===== src/rtl/selDivPkg.sv =====
package selDivPkg;

  typedef enum logic [1:0] {
    DIV_LINEAR  = 2'd0,
    DIV_SHIFT   = 2'd1,
    DIV_DOUBLED = 2'd2,
    DIV_CONST   = 2'd3
  } divModeE;

  // strobes from control to datapath
  typedef struct packed {
    logic selChange;
    logic divChange;
  } ctrlStrobesT;

endpackage


===== src/rtl/selDivCtrl.sv =====
module selDivCtrl import selDivPkg::*; #(
  parameter int      REG_W       = 32,
  parameter int      NUM_INPUTS  = 5,
  parameter int      SEL_OFS     = 8,
  parameter int      SEL_W       = 3,
  parameter int      DIV_OFS     = 16,
  parameter int      DIV_W       = 5,
  parameter divModeE DIV_MODE    = DIV_LINEAR,
  parameter int      CONST_RATIO = 3,
  parameter logic [REG_W-1:0] SEL_RST = '0,
  parameter logic [REG_W-1:0] DIV_RST = '0,
  localparam int IDX_W = (NUM_INPUTS > 1) ? $clog2(NUM_INPUTS) : 1,
  localparam int CNT_W = 2 ** DIV_W
) (
  input  logic              clk,
  input  logic              rstN,
  input  logic [REG_W-1:0]  selReg,
  input  logic              selWrite,
  input  logic [REG_W-1:0]  divReg,
  input  logic              divWrite,
  output ctrlStrobesT       strobes,
  output logic [IDX_W-1:0]  selIdx,
  output logic [CNT_W-1:0]  term
);

  function automatic logic [IDX_W-1:0] decodeSel(input logic [SEL_W-1:0] f);
    if (int'(f) >= NUM_INPUTS) return '0;
    return IDX_W'(f);
  endfunction

  // terminal count = ratio - 1
  function automatic logic [CNT_W-1:0] termOf(input logic [DIV_W-1:0] f);
    case (DIV_MODE)
      DIV_LINEAR:  return CNT_W'(f);
      DIV_SHIFT:   return (CNT_W'(1) << f) - CNT_W'(1);
      DIV_DOUBLED: return (CNT_W'(f) << 1) + CNT_W'(1);
      default:     return CNT_W'(CONST_RATIO - 1);
    endcase
  endfunction

  logic [SEL_W-1:0] selField;
  logic [DIV_W-1:0] divField;
  logic [IDX_W-1:0] selIdxQ;
  logic [CNT_W-1:0] termQ;
  logic             unusedCfg;

  assign selField  = selReg[SEL_OFS +: SEL_W];
  assign divField  = divReg[DIV_OFS +: DIV_W];
  assign unusedCfg = ^{selReg, divReg};

  always_ff @(posedge clk) begin
    if (!rstN) begin
      selIdxQ <= decodeSel(SEL_RST[SEL_OFS +: SEL_W]);
      termQ   <= termOf(DIV_RST[DIV_OFS +: DIV_W]);
    end else begin
      if (selWrite) selIdxQ <= decodeSel(selField);
      if (divWrite) termQ   <= termOf(divField);
    end
  end

  always_comb begin
    strobes.selChange = selWrite;
    strobes.divChange = divWrite;
  end

  assign selIdx = selIdxQ;
  assign term   = termQ;

  // an out-of-range index loads input 0
  assert_sel_fallback_R7: assert property (@(posedge clk) disable iff (!rstN)
    (selWrite && (int'(selField) >= NUM_INPUTS)) |=> (selIdx == '0));

  // a populated index is routed unchanged
  assert_sel_direct_R6: assert property (@(posedge clk) disable iff (!rstN)
    (selWrite && (int'(selField) < NUM_INPUTS)) |=> (int'(selIdx) == int'($past(selField))));

endmodule


===== src/rtl/selDivPath.sv =====
module selDivPath import selDivPkg::*; #(
  parameter int NUM_INPUTS = 5,
  parameter int DIV_W      = 5,
  localparam int IDX_W = (NUM_INPUTS > 1) ? $clog2(NUM_INPUTS) : 1,
  localparam int CNT_W = 2 ** DIV_W
) (
  input  logic                  clk,
  input  logic                  rstN,
  input  logic [NUM_INPUTS-1:0] srcEn,
  input  ctrlStrobesT           strobes,
  input  logic [IDX_W-1:0]      selIdx,
  input  logic [CNT_W-1:0]      term,
  output logic                  outEn
);

  logic [NUM_INPUTS-1:0] hit;
  logic                  srcPulse;
  logic                  restart;
  logic [CNT_W-1:0]      cnt;
  logic                  outEnQ;

  generate
    for (genvar g = 0; g < NUM_INPUTS; g++) begin : gSrc
      assign hit[g] = srcEn[g] && (selIdx == IDX_W'(g));
    end
  endgenerate

  assign srcPulse = |hit;
  assign restart  = strobes.selChange | strobes.divChange;

  always_ff @(posedge clk) begin
    if (!rstN) begin
      cnt    <= '0;
      outEnQ <= 1'b0;
    end else if (restart) begin
      cnt    <= '0;
      outEnQ <= 1'b0;
    end else if (srcPulse) begin
      if (cnt >= term) begin
        cnt    <= '0;
        outEnQ <= 1'b1;
      end else begin
        cnt    <= cnt + CNT_W'(1);
        outEnQ <= 1'b0;
      end
    end else begin
      outEnQ <= 1'b0;
    end
  end

  assign outEn = outEnQ;

  // count never passes the terminal value
  assert_cnt_bound_R2: assert property (@(posedge clk) disable iff (!rstN)
    cnt <= term);

  // a configuration write clears the count
  assert_restart_clear_R8: assert property (@(posedge clk) disable iff (!rstN)
    restart |=> (cnt == '0) && !outEn);

  // an output pulse needs a counted source pulse one edge earlier
  assert_out_cause_R10: assert property (@(posedge clk) disable iff (!rstN)
    outEn |-> $past(srcPulse && !restart));

endmodule


===== src/rtl/selDivClockEn.sv =====
module selDivClockEn import selDivPkg::*; #(
  parameter int      REG_W       = 32,
  parameter int      NUM_INPUTS  = 5,
  parameter int      SEL_OFS     = 8,
  parameter int      SEL_W       = 3,
  parameter int      DIV_OFS     = 16,
  parameter int      DIV_W       = 5,
  parameter divModeE DIV_MODE    = DIV_LINEAR,
  parameter int      CONST_RATIO = 3,
  parameter logic [REG_W-1:0] SEL_RST = '0,
  parameter logic [REG_W-1:0] DIV_RST = 32'h0001_0000
) (
  input  logic                  clk,
  input  logic                  rstN,
  input  logic [NUM_INPUTS-1:0] srcEn,
  input  logic [REG_W-1:0]      selReg,
  input  logic                  selWrite,
  input  logic [REG_W-1:0]      divReg,
  input  logic                  divWrite,
  output logic                  outEn
);

  localparam int IDX_W = (NUM_INPUTS > 1) ? $clog2(NUM_INPUTS) : 1;
  localparam int CNT_W = 2 ** DIV_W;

  ctrlStrobesT      strobes;
  logic [IDX_W-1:0] selIdx;
  logic [CNT_W-1:0] term;

  selDivCtrl #(
    .REG_W(REG_W), .NUM_INPUTS(NUM_INPUTS), .SEL_OFS(SEL_OFS), .SEL_W(SEL_W),
    .DIV_OFS(DIV_OFS), .DIV_W(DIV_W), .DIV_MODE(DIV_MODE),
    .CONST_RATIO(CONST_RATIO), .SEL_RST(SEL_RST), .DIV_RST(DIV_RST)
  ) uCtrl (
    .clk(clk), .rstN(rstN), .selReg(selReg), .selWrite(selWrite),
    .divReg(divReg), .divWrite(divWrite), .strobes(strobes),
    .selIdx(selIdx), .term(term)
  );

  selDivPath #(
    .NUM_INPUTS(NUM_INPUTS), .DIV_W(DIV_W)
  ) uPath (
    .clk(clk), .rstN(rstN), .srcEn(srcEn), .strobes(strobes),
    .selIdx(selIdx), .term(term), .outEn(outEn)
  );

endmodule


===== config.mk =====
export PLATFORM = sky130hd
export DESIGN_NAME = selDivClockEn
export DESIGN_NICKNAME = d
export VERILOG_FILES = /design/src/rtl/selDivPkg.sv /design/src/rtl/selDivCtrl.sv /design/src/rtl/selDivPath.sv /design/src/rtl/selDivClockEn.sv
export SDC_FILE = /design/constraint.sdc
export NUM_CORES = 1
export LEC_CHECK = 0
export ABC_CLOCK_PERIOD_IN_PS = 4300
export BUFFER_PORTS_ARGS = -buffer_cell sky130_fd_sc_hd__buf_4
export CAP_MARGIN = 30
export CORE_MARGIN = 2
export CORE_UTILIZATION = 55
export DETAILED_ROUTE_END_ITERATION = 6
export PLACE_DENSITY = 0.86
export SETUP_SLACK_MARGIN = 0.2
export SLEW_MARGIN = 25
export SYNTH_ARGS = -nofsm -noshare
export SYNTH_HDL_FRONTEND = slang
export SYNTH_HIERARCHICAL = 1
export SYNTH_SLANG_ARGS = --single-unit
export TNS_END_PERCENT = 5

===== constraint.sdc =====
create_clock -name clk -period 4.3 [get_ports clk]
set_input_delay 0.215 -clock clk [delete_from_list [all_inputs] [get_ports clk]]
set_output_delay 0.215 -clock clk [all_outputs]
set_load 0.005 [all_outputs]

# Word level (Yosys, flattened, before mapping)
# Cells that the tools add are included.
dict set report word_totals {
  register_bits 41
  input_bits 73
  out_inout_bits 1
  elab_cells 30
}
dict set report classes {
  addsub 1
  n_lt_le_gt_ge 2
  eq_ne 4
  mux 7
  bitwise 3
  n_reduce_logical 9
}
# operator n
set op_table {}
lappend op_table {{$add 32x1->32 const B} 1}
lappend op_table {{$ge 32x5->1} 1}
lappend op_table {{$mux 32} 1}
lappend op_table {{$eq 3x2->1 const B} 2}
lappend op_table {{$mux 3} 2}
lappend op_table {{$logic_and 1x1->1} 5}
lappend op_table {{$reduce_or 5->1} 1}
lappend op_table {{$mux 1} 4}
lappend op_table {{$eq 3x1->1 const B} 1}
lappend op_table {{$eq 3x3->1 const B} 1}
lappend op_table {{$ge 3x3->1 const B} 1}
lappend op_table {{$logic_not 3->1} 1}
lappend op_table {{$reduce_or 3->1} 1}
lappend op_table {{$not 1->1} 2}
lappend op_table {{$reduce_or 2->1} 1}
lappend op_table {{$or 1x1->1} 1}

# Logic depth before layout (Yosys ltp)
dict set report logic_depth {
  depth_word 5
  ltp_mapped 11
  ltp_nobuf 8
}

# Modules after synthesis
# Netlist, hierarchy kept.
# mod n_inst cells_each area_each_um2 seq_area_each_um2
set by_module_without_submodules {}
lappend by_module_without_submodules {selDivPath 1 313 2518.7 660.6}
lappend by_module_without_submodules {selDivCtrl 1 58 538.0 160.2}

# Least setup slack after synthesis
# OpenSTA, ideal clock, no wires.
dict set report synth_timing {
  path_kind {register -> register}
  startpoint {reg uPath.cnt[29]}
  endpoint {reg uPath.cnt[16]}
  setup_time_ns 0.115
  arrival_time_ns 1.889
  required_ns 4.185
  setup_slack_ns 2.296
  path_stages_with_launch 10
  n_path_buf 2
  period_less_slack_ns 2.004
  cell_sequence {dfxtp_1 > ha_1 > nand4_1 > nor4_1 > nand4_1 > a311oi_1 > or2_1 > buf_4 > buf_6 > nor2_1}
}
dict set report synth_via {
  elab_chain_len 2
}
# item line
set synth_rtl {}
lappend synth_rtl {{from (decl)} selDivPath.sv:19} ;# logic [CNT_W-1:0] cnt;
lappend synth_rtl {{from (signal assigned)} selDivPath.sv:43} ;# cnt <= cnt + CNT_W'(1);
lappend synth_rtl {{$ge 32x5->1} selDivPath.sv:39} ;# if (cnt >= term) begin
lappend synth_rtl {{$mux 32} selDivPath.sv:39}
# No other way between the ends.
# A chain may end at the register's enable or synchronous reset.

# Worst setup path in the final report
dict set report layout_timing {
  startpoint {reg uPath.cnt[29]}
  endpoint {reg uPath.cnt[2]}
}
# Same word-level chain as after synthesis.

==> flow_summary.rst <==
.. list-table::
   :header-rows: 1

   * - Metric
     - Value
   * - Outcome
     - finished clean
   * - Most repeated library cell on the critical path
     - nand4_1
   * - Actual transition at the worst max-transition pin
     - 0.589 ns
   * - Required @ worst endpoint
     - 4.48 ns
   * - Relative slew slack
     - 60.6%
   * - Horizontal die dimension
     - 78.6 um
   * - Count of filler cells inserted in the layout
     - 485
   * - Worst hold slack across all endpoints
     - 0.138 ns
   * - Count of unique library cells instantiated by Yosys
     - 47
   * - Placed inst area
     - 3120 sq um
   * - Fin cells
     - 459
   * - Ranking of synthesized cells by instance count
     - 46 x nor2_1, 41 x dfxtp_1, 41 x inv_1
   * - Synth Register Bits
     - 41
   * - Number of setup violations in the final report
     - 0
   * - Final core utilization
     - 59.2%
   * - Core Box Area
     - 5440 sq um
   * - Combinational family with the most area after synthesis
     - simple AND/OR/NAND/NOR gates
   * - Area contributors post-synth
     - dfxtp_1 27%, ha_1 14%, buf_4 7.6%, xnor2_1 7.4%, nor2_1 5.6%
   * - Largest buffer count on any clock path
     - 2
   * - Yosys warnings
     - 6
   * - First-pass GRT wire length
     - 9690 um
   * - TritonCTS clock tree
     - done
   * - Crit Path Max Fanout
     - 16
   * - Async set-or-reset flop fraction in the synthesized netlist
     - 0%
   * - Synthesis-to-finish area growth
     - 5.28%
   * - Count of pins on the block boundary
     - 74
   * - Row cnt
     - 27
   * - Final clock period utilization by the worst path
     - 62.2%
   * - Cell class contributing the biggest share of worst-path delay
     - simple AND/OR/NAND/NOR gates
   * - Net count, final
     - 492
   * - Leakage
     - 1.19 nW
   * - Endpoint class of the critical path
     - register
   * - Share of cells above drive strength 1
     - 11.1%
   * - Type of element launching the critical path
     - register
   * - Hold Path Class
     - input pin to register
   * - Fraction of the mapped netlist area in compound gates
     - 8.31%
   * - Antenna violations before repair
     - 0
   * - Effective utilization at floorplan
     - 56.2%
   * - Post-route standard cell area excluding fillers
     - 3220 sq um
   * - Ordered list of cells on the worst path
     - ha_1 -> nand4_1 -> nor4_1 -> nand4_1 -> a311oi_1 -> or2_1 -> buf_8 -> nor3_1
   * - Count of placed standard cells including taps
     - 451
   * - Sum of routed wire length over all layers
     - 5450 um
   * - Share of Yosys cell area claimed by the top area cell type
     - 26.9%
   * - Power per standard cell area
     - 230 nW/um^2
   * - Via count of the first global-routing pass
     - 2,297
   * - Via count
     - 2,322
   * - Setup TNS
     - 0 ns
   * - Unrepaired setup endpoints after global routing
     - false
   * - Time the worst path needs with I/O delays and setup
     - 2.67 ns
   * - Average routed wire per standard cell
     - 11.9 um
   * - Quantity of I/O buffers inserted on ports
     - 17
   * - Number of antenna repair diodes
     - 0
   * - Main synth FF type
     - dfxtp_1
   * - Largest area contributor in the synthesized netlist
     - dfxtp_1
   * - Post-synthesis adder-cell area fraction
     - 13.5%
   * - Hold violation count in the final report
     - 0
   * - Syn avg cell area
     - 8.24 sq um
   * - Setup slack of the critical path after layout
     - 1.63 ns
   * - Number of buffers inserted to repair setup after CTS
     - 0
   * - Root Driver
     - clkbuf_8
   * - PnR Total Power
     - 0.739 mW
   * - XOR/XNOR share of the synthesized area
     - 8.02%
   * - Number of violations of the max-capacitance limit
     - 0
   * - Antenna Violating Nets Remaining
     - 0
   * - Largest stage delay on the critical path
     - 0.51 ns
   * - Slowest stage cell on the critical path
     - or2_1
   * - Fraction of synthesized area in multiplexers
     - 2.62%
   * - Final clock skew
     - 0.00824 ns
   * - Netlist area before placement
     - 3060 sq um
   * - Number of pins with negative max-slew slack in the final report
     - 0
   * - Number of levels the H-tree was split into
     - 2
   * - Top-count cell post-synth
     - nor2_1
   * - Die Outline Area
     - 6170 sq um
   * - Post-detailed-route DRC marker count
     - 0
   * - Clock latency of the later-clocked register in the worst-skew pair
     - 0.29 ns
   * - CTS sink count
     - 41
   * - Number of cells upsized or downsized after cts
     - 0
   * - Global placer's final weighted congestion
     - 0.785
   * - Number of instances in the synthesized netlist
     - 371
   * - Vertical die dimension
     - 78.6 um
   * - VDD IR-drop max
     - 0.180 mV
   * - Critical path class
     - register to register
   * - First-pass DRT Iterations
     - 4
   * - Share of the yosys chip area belonging to registers
     - 26.9%
   * - Starting DRC count in detailed routing
     - 123
   * - CP bufs+invs
     - 1
   * - Via density per instance
     - 5.06
   * - Worst setup slack after placement
     - 1.64 ns
   * - DP Wirelength
     - 4290 um
   * - Residual overflow from global routing
     - 0
   * - CTS buffer count
     - 5
   * - Total of hold buffers inserted after clock tree synthesis
     - 0
   * - Maximum number of pins on one net before global-route repair
     - 17
   * - Fmax achieved
     - 374 MHz
   * - GR Util All Layers
     - 19.2%
   * - Number of flops mapped to enable cells by yosys
     - 0
   * - Worst endpoint data arrival time
     - 2.85 ns
   * - Basic-gate share of the synthesized area counting and, or, nand and nor cells
     - 26.7%
   * - Clock transition at the registers of the reported paths
     - 0.08 ns
-- final timing paths --
| path | start | endpoint | slack, ns | cells past startpoint |
|---|---|---|---|---|
| worst min-delay path | divReg[16] | uCtrl/term[0] | 0.14 | 3 |
| worst min register to register | uCtrl/term[0] | uCtrl/term[0] | 0.49 | 2 |
| worst max register to register | uPath/cnt[29] | uPath/cnt[2] | 1.63 | 8 |
| worst max-delay path | uPath/cnt[29] | uPath/cnt[2] | 1.63 | 8 |
-- cell type report --
class	instances	area [sq um]	share of cell area, %
Tap cell	72	90.1	2.80
Multi-Input combinational cell	279	1910	59.3
Inverter	41	154	4.78
Clock buffer	7	96.3	2.99
Sequential cell	41	821	25.5
Timing Repair Buffer	18	143	4.43
Clock inverter	1	5.00	0.156
-- state kept, by name (all words and copies together), names as in the netlist --
register	count
uCtrl/selIdx	3
uCtrl/term	5
uPath/cnt	32
uPath/outEn	1
-- routing by layer --
| metal | vias to the layer above | part of all wire [%] | GRT usage (%) | routed length, um |
|---|---|---|---|---|
| met5 | - | 0 | 0 | 0 |
| met4 | 0 | 0.62 | 4.74 | 34 |
| met3 | 4 | 3.3 | 4.14 | 177 |
| met2 | 36 | 49 | 34.3 | 2690 |
| met1 | 1060 | 47 | 23.5 | 2540 |
| li1 | 1222 | - | - | - |
-- cell families after synthesis --
logic type / Yosys count
compound gates: 38
xor+xnor: 28
fa+ha+maj: 33
buf+inv: 77
flops: 41
mux: 8
other cells: 1
simple gates: 145
-- cells in the final DEF (no fill, tap or decap), types with 3 or more instances in the layout --
| cell type | count |
|---|---|
| nor2_1 | 46 |
| dfxtp_1 | 41 |
| inv_1 | 41 |
| ha_1 | 33 |
| nand2_1 | 31 |
| conb_1 | 27 |
| xnor2_1 | 26 |
| buf_4 | 17 |
| a21oi_1 | 16 |
| nand3_1 | 11 |
| nand4_1 | 9 |
| mux2i_1 | 8 |
| o21ai_0 | 8 |
| nor3_1 | 8 |
| clkbuf_8 | 7 |
| nand3b_1 | 5 |
| nor2b_1 | 4 |
| nor4_1 | 4 |
| nor3_2 | 4 |
| and4_1 | 3 |
| nor4_4 | 3 |
| or4_1 | 3 |
-- power by group --
part	total (mW)	switching, mW	internal [mW]
Clock	0.277	0.132	0.145
Sequential	0.387	0.00367	0.383
Combinational	0.0746	0.0425	0.0320
-- worst min-delay path: stages --
cell     delay [ns]
buf_4          0.08
mux2i_1        0.06
nand2_1        0.06
No activity file was read; power rests on OpenSTA's default activity.
